$ cat src/rtl/run_prng_pkg.sv
package run_prng_pkg;

  // Phases of a run as seen by the generator
  typedef enum logic [1:0] {
    PH_IDLE   = 2'd0,  // after reset, never seeded
    PH_REQ    = 2'd1,  // waiting for entropy, stall high
    PH_SETTLE = 2'd2,  // seed loaded, one extra stall cycle
    PH_RUN    = 2'd3   // seeded, stall low, stepping allowed
  } prng_phase_e;

endpackage

$ cat src/rtl/prng_seq_ctrl.sv
module prng_seq_ctrl
  import run_prng_pkg::*;
(
  input  logic clk_i,
  input  logic rst_ni,
  input  logic start_i,
  input  logic take_i,
  output logic req_o,
  output logic hold_o,
  output logic running_o
);

  prng_phase_e phase_q, phase_d;

  always_comb begin
    phase_d = phase_q;
    unique case (phase_q)
      PH_REQ:    if (take_i) phase_d = PH_SETTLE;
      PH_SETTLE: phase_d = start_i ? PH_REQ : PH_RUN;
      default:   if (start_i) phase_d = PH_REQ;
    endcase
  end

  always_ff @(posedge clk_i or negedge rst_ni) begin
    if (!rst_ni) phase_q <= PH_IDLE;
    else         phase_q <= phase_d;
  end

  assign req_o     = (phase_q == PH_REQ);
  assign hold_o    = (phase_q == PH_REQ) || (phase_q == PH_SETTLE);
  assign running_o = (phase_q == PH_RUN);

endmodule

$ cat src/rtl/prng_lfsr_core.sv
module prng_lfsr_core #(
  parameter int Width = 256,
  parameter int TapA  = 256,
  parameter int TapB  = 254,
  parameter int TapC  = 251,
  parameter int TapD  = 246,
  parameter logic [Width-1:0] ResetState   = '1,
  parameter logic [Width-1:0] ZeroFallback = '1
) (
  input  logic             clk_i,
  input  logic             rst_ni,
  input  logic             load_i,
  input  logic [Width-1:0] seed_i,
  input  logic             adv_i,
  output logic [Width-1:0] state_o
);

  // One Fibonacci step, taps given as 1-based positions
  function automatic logic [Width-1:0] lfsr_next(input logic [Width-1:0] s);
    logic fb;
    fb = s[TapA-1] ^ s[TapB-1] ^ s[TapC-1] ^ s[TapD-1];
    return {s[Width-2:0], fb};
  endfunction

  // All-zero seed would lock the register, substitute the fallback
  function automatic logic [Width-1:0] seed_fix(input logic [Width-1:0] s);
    return (s == '0) ? ZeroFallback : s;
  endfunction

  logic [Width-1:0] state_q;

  always_ff @(posedge clk_i or negedge rst_ni) begin
    if (!rst_ni)     state_q <= ResetState;
    else if (load_i) state_q <= seed_fix(seed_i);
    else if (adv_i)  state_q <= lfsr_next(state_q);
  end

  assign state_o = state_q;

endmodule

$ cat src/rtl/run_seeded_prng.sv
module run_seeded_prng #(
  parameter int Width = 256,
  parameter int TapA  = 256,
  parameter int TapB  = 254,
  parameter int TapC  = 251,
  parameter int TapD  = 246,
  localparam int Words = Width / 32,
  parameter logic [Width-1:0] ResetState   = {Words{32'hA5C31E97}},
  parameter logic [Width-1:0] ZeroFallback = {Words{32'h3C96D2E1}}
) (
  input  logic             clk_i,
  input  logic             rst_ni,
  input  logic             run_start_i,
  input  logic             seed_ack_i,
  input  logic [Width-1:0] seed_data_i,
  input  logic             step_i,
  output logic             hold_o,
  output logic             seed_req_o,
  output logic [Width-1:0] rnd_o
);

  // Named internal events, observed by the bound checker
  logic running;
  logic seed_take;
  logic lfsr_adv;

  prng_seq_ctrl u_ctrl (
    .clk_i    (clk_i),
    .rst_ni   (rst_ni),
    .start_i  (run_start_i),
    .take_i   (seed_take),
    .req_o    (seed_req_o),
    .hold_o   (hold_o),
    .running_o(running)
  );

  assign seed_take = seed_req_o & seed_ack_i;
  assign lfsr_adv  = running & step_i & ~run_start_i;

  prng_lfsr_core #(
    .Width       (Width),
    .TapA        (TapA),
    .TapB        (TapB),
    .TapC        (TapC),
    .TapD        (TapD),
    .ResetState  (ResetState),
    .ZeroFallback(ZeroFallback)
  ) u_lfsr (
    .clk_i  (clk_i),
    .rst_ni (rst_ni),
    .load_i (seed_take),
    .seed_i (seed_data_i),
    .adv_i  (lfsr_adv),
    .state_o(rnd_o)
  );

endmodule

$ cat config.mk
export PLATFORM = sky130hd
export DESIGN_NAME = run_seeded_prng
export DESIGN_NICKNAME = d
export VERILOG_FILES = /design/src/rtl/run_prng_pkg.sv /design/src/rtl/prng_seq_ctrl.sv /design/src/rtl/prng_lfsr_core.sv /design/src/rtl/run_seeded_prng.sv
export SDC_FILE = /design/constraint.sdc
export NUM_CORES = 1
export LEC_CHECK = 0
export BUFFER_PORTS_ARGS = -buffer_cell sky130_fd_sc_hd__buf_2
export CAP_MARGIN = 5
export CORE_MARGIN = 2
export CORE_UTILIZATION = 24
export CTS_CLUSTER_DIAMETER = 50
export DETAILED_ROUTE_END_ITERATION = 7
export GPL_ROUTABILITY_DRIVEN = 0
export MAX_ROUTING_LAYER = met4
export PLACE_DENSITY = 0.43
export SYNTH_ARGS = -nofsm -noshare
export SYNTH_HDL_FRONTEND = slang
export SYNTH_HIERARCHICAL = 1
export SYNTH_SLANG_ARGS = --single-unit
$ cat constraint.sdc
create_clock -name clk_i -period 2.2 [get_ports clk_i]
set_input_delay 0.33 -clock clk_i [delete_from_list [all_inputs] [get_ports clk_i]]
set_output_delay 0.33 -clock clk_i [all_outputs]
set_load 0.05 [all_outputs]
* After elaboration in Yosys (flattened, before gate mapping)
Index checks and enable logic that the tools add are counted.
** Word-level totals
- Register bits :: 258
- Bits of input ports :: 261
** Operators by class
- Multiplexer cells :: 7
- Bitwise logic cells :: 7
- Reductions and logical operators :: 5
- Equal/unequal tests :: 4
** Operators by type and width (number)
- 256-bit two-way mux :: 3
- 256-bit logical NOT :: 1
- 2-bit two-way mux :: 3
- 2-bit equality test, second input constant :: 2
- 2-bit one-hot mux with 2 select lines :: 1
- 1-bit AND :: 3
- 3-bit nonzero test :: 1
- 1-bit bitwise XOR :: 3
- 2-bit by 1-bit equality test with 1-bit output, second input constant :: 1
- 2-bit by 1-bit inequality test with 1-bit output, second input constant :: 1
- 2-bit AND reduction :: 1
- 2-bit nonzero test :: 1
- 1-bit logical OR :: 1
- 1-bit inverter :: 1

* Longest topological paths before layout
- Word-level depth :: 5
- Mapped depth :: 9
- Depth with buffers taken out :: 6

* Modules after synthesis
The synthesis kept the hierarchy.
** Modules (own cells, without submodules)
- prng_lfsr_core :: cells an instance 1070, times used 1, area an instance 12527.0 um^2
- prng_seq_ctrl :: cells an instance 17, times used 1, area an instance 166.4 um^2
- run_seeded_prng :: cells an instance 2, times used 1, area an instance 15.0 um^2

* Worst setup path before layout
Ideal clock, no wire load.
- Path type :: register to register
- Start point :: reg u_ctrl.phase_q[1]
- End point :: reg u_lfsr.state_q[237], in the netlist u_lfsr/state_o[237]
- Path slack :: -0.198 ns
- Arrival :: 2.263 ns
- Cell stages (with the launch flop) :: 8
- Buffers on the path :: 3
- Library setup time :: 0.135 ns
- Path through :: dfrtp_1 -> inv_1 -> ha_1 -> and2_1 -> clkbuf_1 -> clkbuf_1 -> clkbuf_1 -> o21ai_0
** Between the ends
- Elaborated cells between the ends (all ways) :: 7
** RTL lines
- start, declared :: RTL line prng_seq_ctrl.sv:13 : prng_phase_e phase_q, phase_d;
- start signal, assigned :: RTL line prng_seq_ctrl.sv:26 : else phase_q <= phase_d;
- 2-bit by 1-bit equality test with 1-bit output (*) :: RTL line prng_seq_ctrl.sv:29 : assign req_o = (phase_q == PH_REQ);
- named net seed_req_o :: RTL line run_seeded_prng.sv:18 : output logic seed_req_o,
- 1-bit AND (*) :: RTL line run_seeded_prng.sv:37 : assign seed_take = seed_req_o & seed_ack_i;
- named net seed_take :: RTL line run_seeded_prng.sv:24 : logic seed_take;
- 256-bit two-way mux or 2-bit nonzero test (tied branches)
- end signal, assigned :: RTL line prng_lfsr_core.sv:33 : if (!rst_ni) state_q <= ResetState;
- end signal, assigned :: RTL line prng_lfsr_core.sv:34 : else if (load_i) state_q <= seed_fix(seed_i);
- end signal, assigned :: RTL line prng_lfsr_core.sv:35 : else if (adv_i) state_q <= lfsr_next(state_q);
- end, declared :: RTL line prng_lfsr_core.sv:30 : logic [Width-1:0] state_q;
The timed path passes the listed nets; every way through them passes the cells marked *.
A chain may end at the register's enable or synchronous reset.

* Worst setup path in the final report
- Start point :: in seed_data_i[156]
- End point :: reg u_lfsr.state_q[123], in the netlist u_lfsr/state_o[123]
** Between the ends
- Word-level cells in the longest chain between the ends :: 3
** RTL lines
- start, declared :: RTL line run_seeded_prng.sv:15 : input logic [Width-1:0] seed_data_i,
- 256-bit logical NOT :: RTL line prng_lfsr_core.sv:27 : return (s == '0) ? ZeroFallback : s;
- 256-bit two-way mux :: RTL line prng_lfsr_core.sv:27
- 256-bit two-way mux :: RTL line prng_lfsr_core.sv:34
No other way between the ends.

==> results by group <==
Outcome
  – Status: finished, final reports clean

Worst hold path
  – Hold WC Path Type: in2reg

Routing
  – Via count: 12128
  – 1st-pass router iterations: 5
  – Vias per inst: 4.64
  – Routed Wire Length: roughly 53000 µm
  – Antenna-violating nets left: 0
  – Initial DRC count: 632
  – Wire per inst: 20.3 µm
  – DR DRC count: 0

Logic synthesis
  – Synth warn: 6
  – Syn Inst Count: 1089
  – Top-count cell post-synth: dfstp_2
  – Net Count, Synth: approximately 1400
  – Syn_area_per_cell: roughly 12 µm²
  – Count of different cell masters after synthesis: 26
  – Area of the mapped netlist: 12700 µm²
  – Synth top area share: 0.281
  – Dominant cells by area after synthesis: dfstp_2 (28%), dfrtp_1 (24%), mux2_2 (11%)
  – List of most frequent post-synthesis cells: dfstp_2 (136), o21ai_0 (130), mux2i_1 (128), nand2_1 (128), o22a_1 (128)
  – Register area share after synthesis: 0.521
  – Synth Register Bits: between 200 and 300
  – Number of synthesized flops with an enable pin: 0
  – Area leader, netlist: dfstp_2
  – Post-synth top flop: dfstp_2
  – Ys async rst share: 1.00

Clock tree
  – H-tree depth: 2
  – Clock Tree Buf Depth: 3
  – Worst-skew pair later-pin latency: 550 ps
  – CTS tree: yes
  – Total CTS buffers: 42
  – CTS clk-pin slew, worst paths: 50 ps
  – Clk sink count: 258
  – Clock root cell: clkbuf_16

Setup path
  – CP Launch Type: primary input
  – CP max stage cell: or4_4
  – Required time worst endpoint: 2670 ps
  – Crit path DAT: 2660 ps
  – Crit path kind: in2reg
  – Max Fanout on Critical Path: 7
  – CP cell instances: buf_2, nor4_4, nand4_1, or4_4, o41ai_4, buf_6, buf_12, clkbuf_16, o22a_1
  – CP endpoint kind: flop
  – Max incr delay on CP: 620 ps

Cells and area
  – Area grow syn2layout: 61.4%
  – Fillers: between 5000 and 6000
  – Net count, final: ~2200
  – Layout Cells excl Fill: 2613
  – Finished Cell Area: 20500 µm²
  – Share of cells above drive strength 1: 0.608

Die
  – CORE AREA: 52400 µm²
  – Die Ht: approximately 230 µm
  – Starting density of the core: 0.242
  – # rows: 84
  – Die width: between 200 and 250 µm
  – I/O Pins: 519
  – Area of the die: 54800 µm²

STA
  – Final period util: 0.994
  – Fin Clk Skew: 17.7 ps
  – Slew HR: 0.577
  – Achievable Freq: 457 MHz
  – Min Clock Period, post-route: 2190 ps
  – Setup TNS: 0 ps
  – Final hold viol count: 0
  – Worst slew pin tran: 635 ps
  – Final worst slack: 13.2 ps
  – Final Max Slew Viols: 0
  – RSZ-0062 raised after global routing: yes
  – Endpoints failing setup: 0

Placement
  – DP Area: 18100 µm²
  – Place WS: -967 ps
  – PortBufs: 518
  – Detail Placement HPWL: 38700 µm
  – Placed Cells: 2484

Global routing
  – Total grt overflow: 0
  – GRT Overall Usage: 0.186
  – Largest net degree at the start of global routing: 80
  – Vias in the first global route: 12317
  – Initial antenna violation count: 3
  – First-pass GRT wire length: around 76000 µm

Power
  – PD cells: 1710 nW/µm²
  – Leak: 8.75 nW
  – Max VDD drop: 0.903 mV

Run
  – Max-Cap Viols: 0
report_power, final:
group	switching, mW	leakage (nW)	total (mW)	internal [mW]
clock network	2.44	0.691	6.78	4.34
registers	2.15	2.85	10.1	7.99
logic	12.8	5.21	18.2	5.46
total	17.3	8.75	35.1	17.8
layer usage:
metal,GRT usage,wire [µm],vias to the layer above
met5,-,0,-
met4,0.0574,1220,0
met3,0.0422,3300,75
met2,0.294,25100,396
met1,0.235,23500,5951
li1,-,-,5706
per-stage QoR:
| stage | hold WS, ps | total power, mW | util |
|---|---|---|---|
| 2_1_floorplan | 34.4 | 22.6 | - |
| 4_1_cts | 0.104 | 35.0 | 0.381 |
| 3_5_place_dp | 368 | 28.0 | 0.345 |
| 5_1_grt | 18.7 | 36.8 | 0.391 |
| 3_3_place_gp | 369 | 27.8 | 0.345 |
| 6_report | 38.6 | 35.1 | 0.391 |
sequential cells by signal, indices dropped and copies added, names as in the netlist:
register / flops
u_ctrl/phase_q: 2
u_lfsr/state_o: 256
cells in the final DEF (no fill, tap or decap), drive strengths merged, types with 2 or more instances in the layout:
cell | netlist | routed
nor2 | 2 | 2
xnor2 | 3 | 3
mux2 | 127 | 127
nand4 | 16 | 16
a21oi | 2 | 2
bufinv | 0 | 5
nand2 | 128 | 128
buf | 26 | 797
inv | 4 | 5
or4 | 4 | 4
dfrtp | 122 | 122
mux2i | 128 | 128
o21ai | 130 | 130
o22a | 128 | 128
ha | 4 | 4
diode | 0 | 3
dlygate4sd3 | 0 | 38
clkinv | 0 | 10
clkbuf | 59 | 63
dfstp | 136 | 136
nor4 | 64 | 64
clkinvlp | 0 | 4
path summary, 6_finish.rpt:
kind                            cells past startpoint                               to  slack [ps]                       startpoint
worst max-delay path                                9  u_lfsr/state_o[123]$_DFFE_PN0P_          10                 seed_data_i[156]
min in group asynchronous                           2  u_lfsr/state_o[158]$_DFFE_PN0P_         340                           rst_ni
max in group asynchronous                           3   u_lfsr/state_o[24]$_DFFE_PN1P_        1120                           rst_ni
worst min register to register                      2  u_lfsr/state_o[130]$_DFFE_PN1P_         560  u_lfsr/state_o[130]$_DFFE_PN1P_
worst min-delay path                                3   u_lfsr/state_o[53]$_DFFE_PN0P_          40                  seed_data_i[53]
worst max register to register                      6   u_lfsr/state_o[25]$_DFFE_PN0P_         190    u_ctrl/phase_q[1]$_DFFE_PN0P_
layout make-up:
type / instances / area, µm² / share of cell area
well taps: 688 / 861 / 0.0420
multi-input cells: 742 / 5930 / 0.289
flip-flops and latches: 258 / 6630 / 0.323
clock buffers: 56 / 1170 / 0.0573
clock inverters: 20 / 246 / 0.0120
inverters: 4 / 15.0 / 0.000732
repair buffers: 842 / 5640 / 0.275
diodes: 3 / 7.51 / 0.000366
critical path, delay by kind of cell:
family / cells / cell delay (ps)
buffers and inverters: 4 / 640
AOI/OAI and AO/OA: 2 / 540
and+or+nand+nor: 3 / 1130
cells by family (layout without fill, tap and decap cells):
kind of cell	after synthesis	count (layout)	share of synthesized area
flops	258	258	0.521
buf+inv	89	922	0.0339
other cells	0	3	0
compound gates	263	263	0.143
simple gates	217	217	0.0826
fa+ha+maj	4	4	0.00394
xor+xnor	3	3	0.00207
mux	255	255	0.213
what timing repair did:
item,CTS,global route
setup buffers,0,2
cloned,0,11
pin swaps,1,12
hold buffers,36,2
endpoints found under the setup margin,128,125
gates resized for setup,12,55
endpoints found under the hold margin,63,2
No activity file was read; power rests on OpenSTA's default activity.
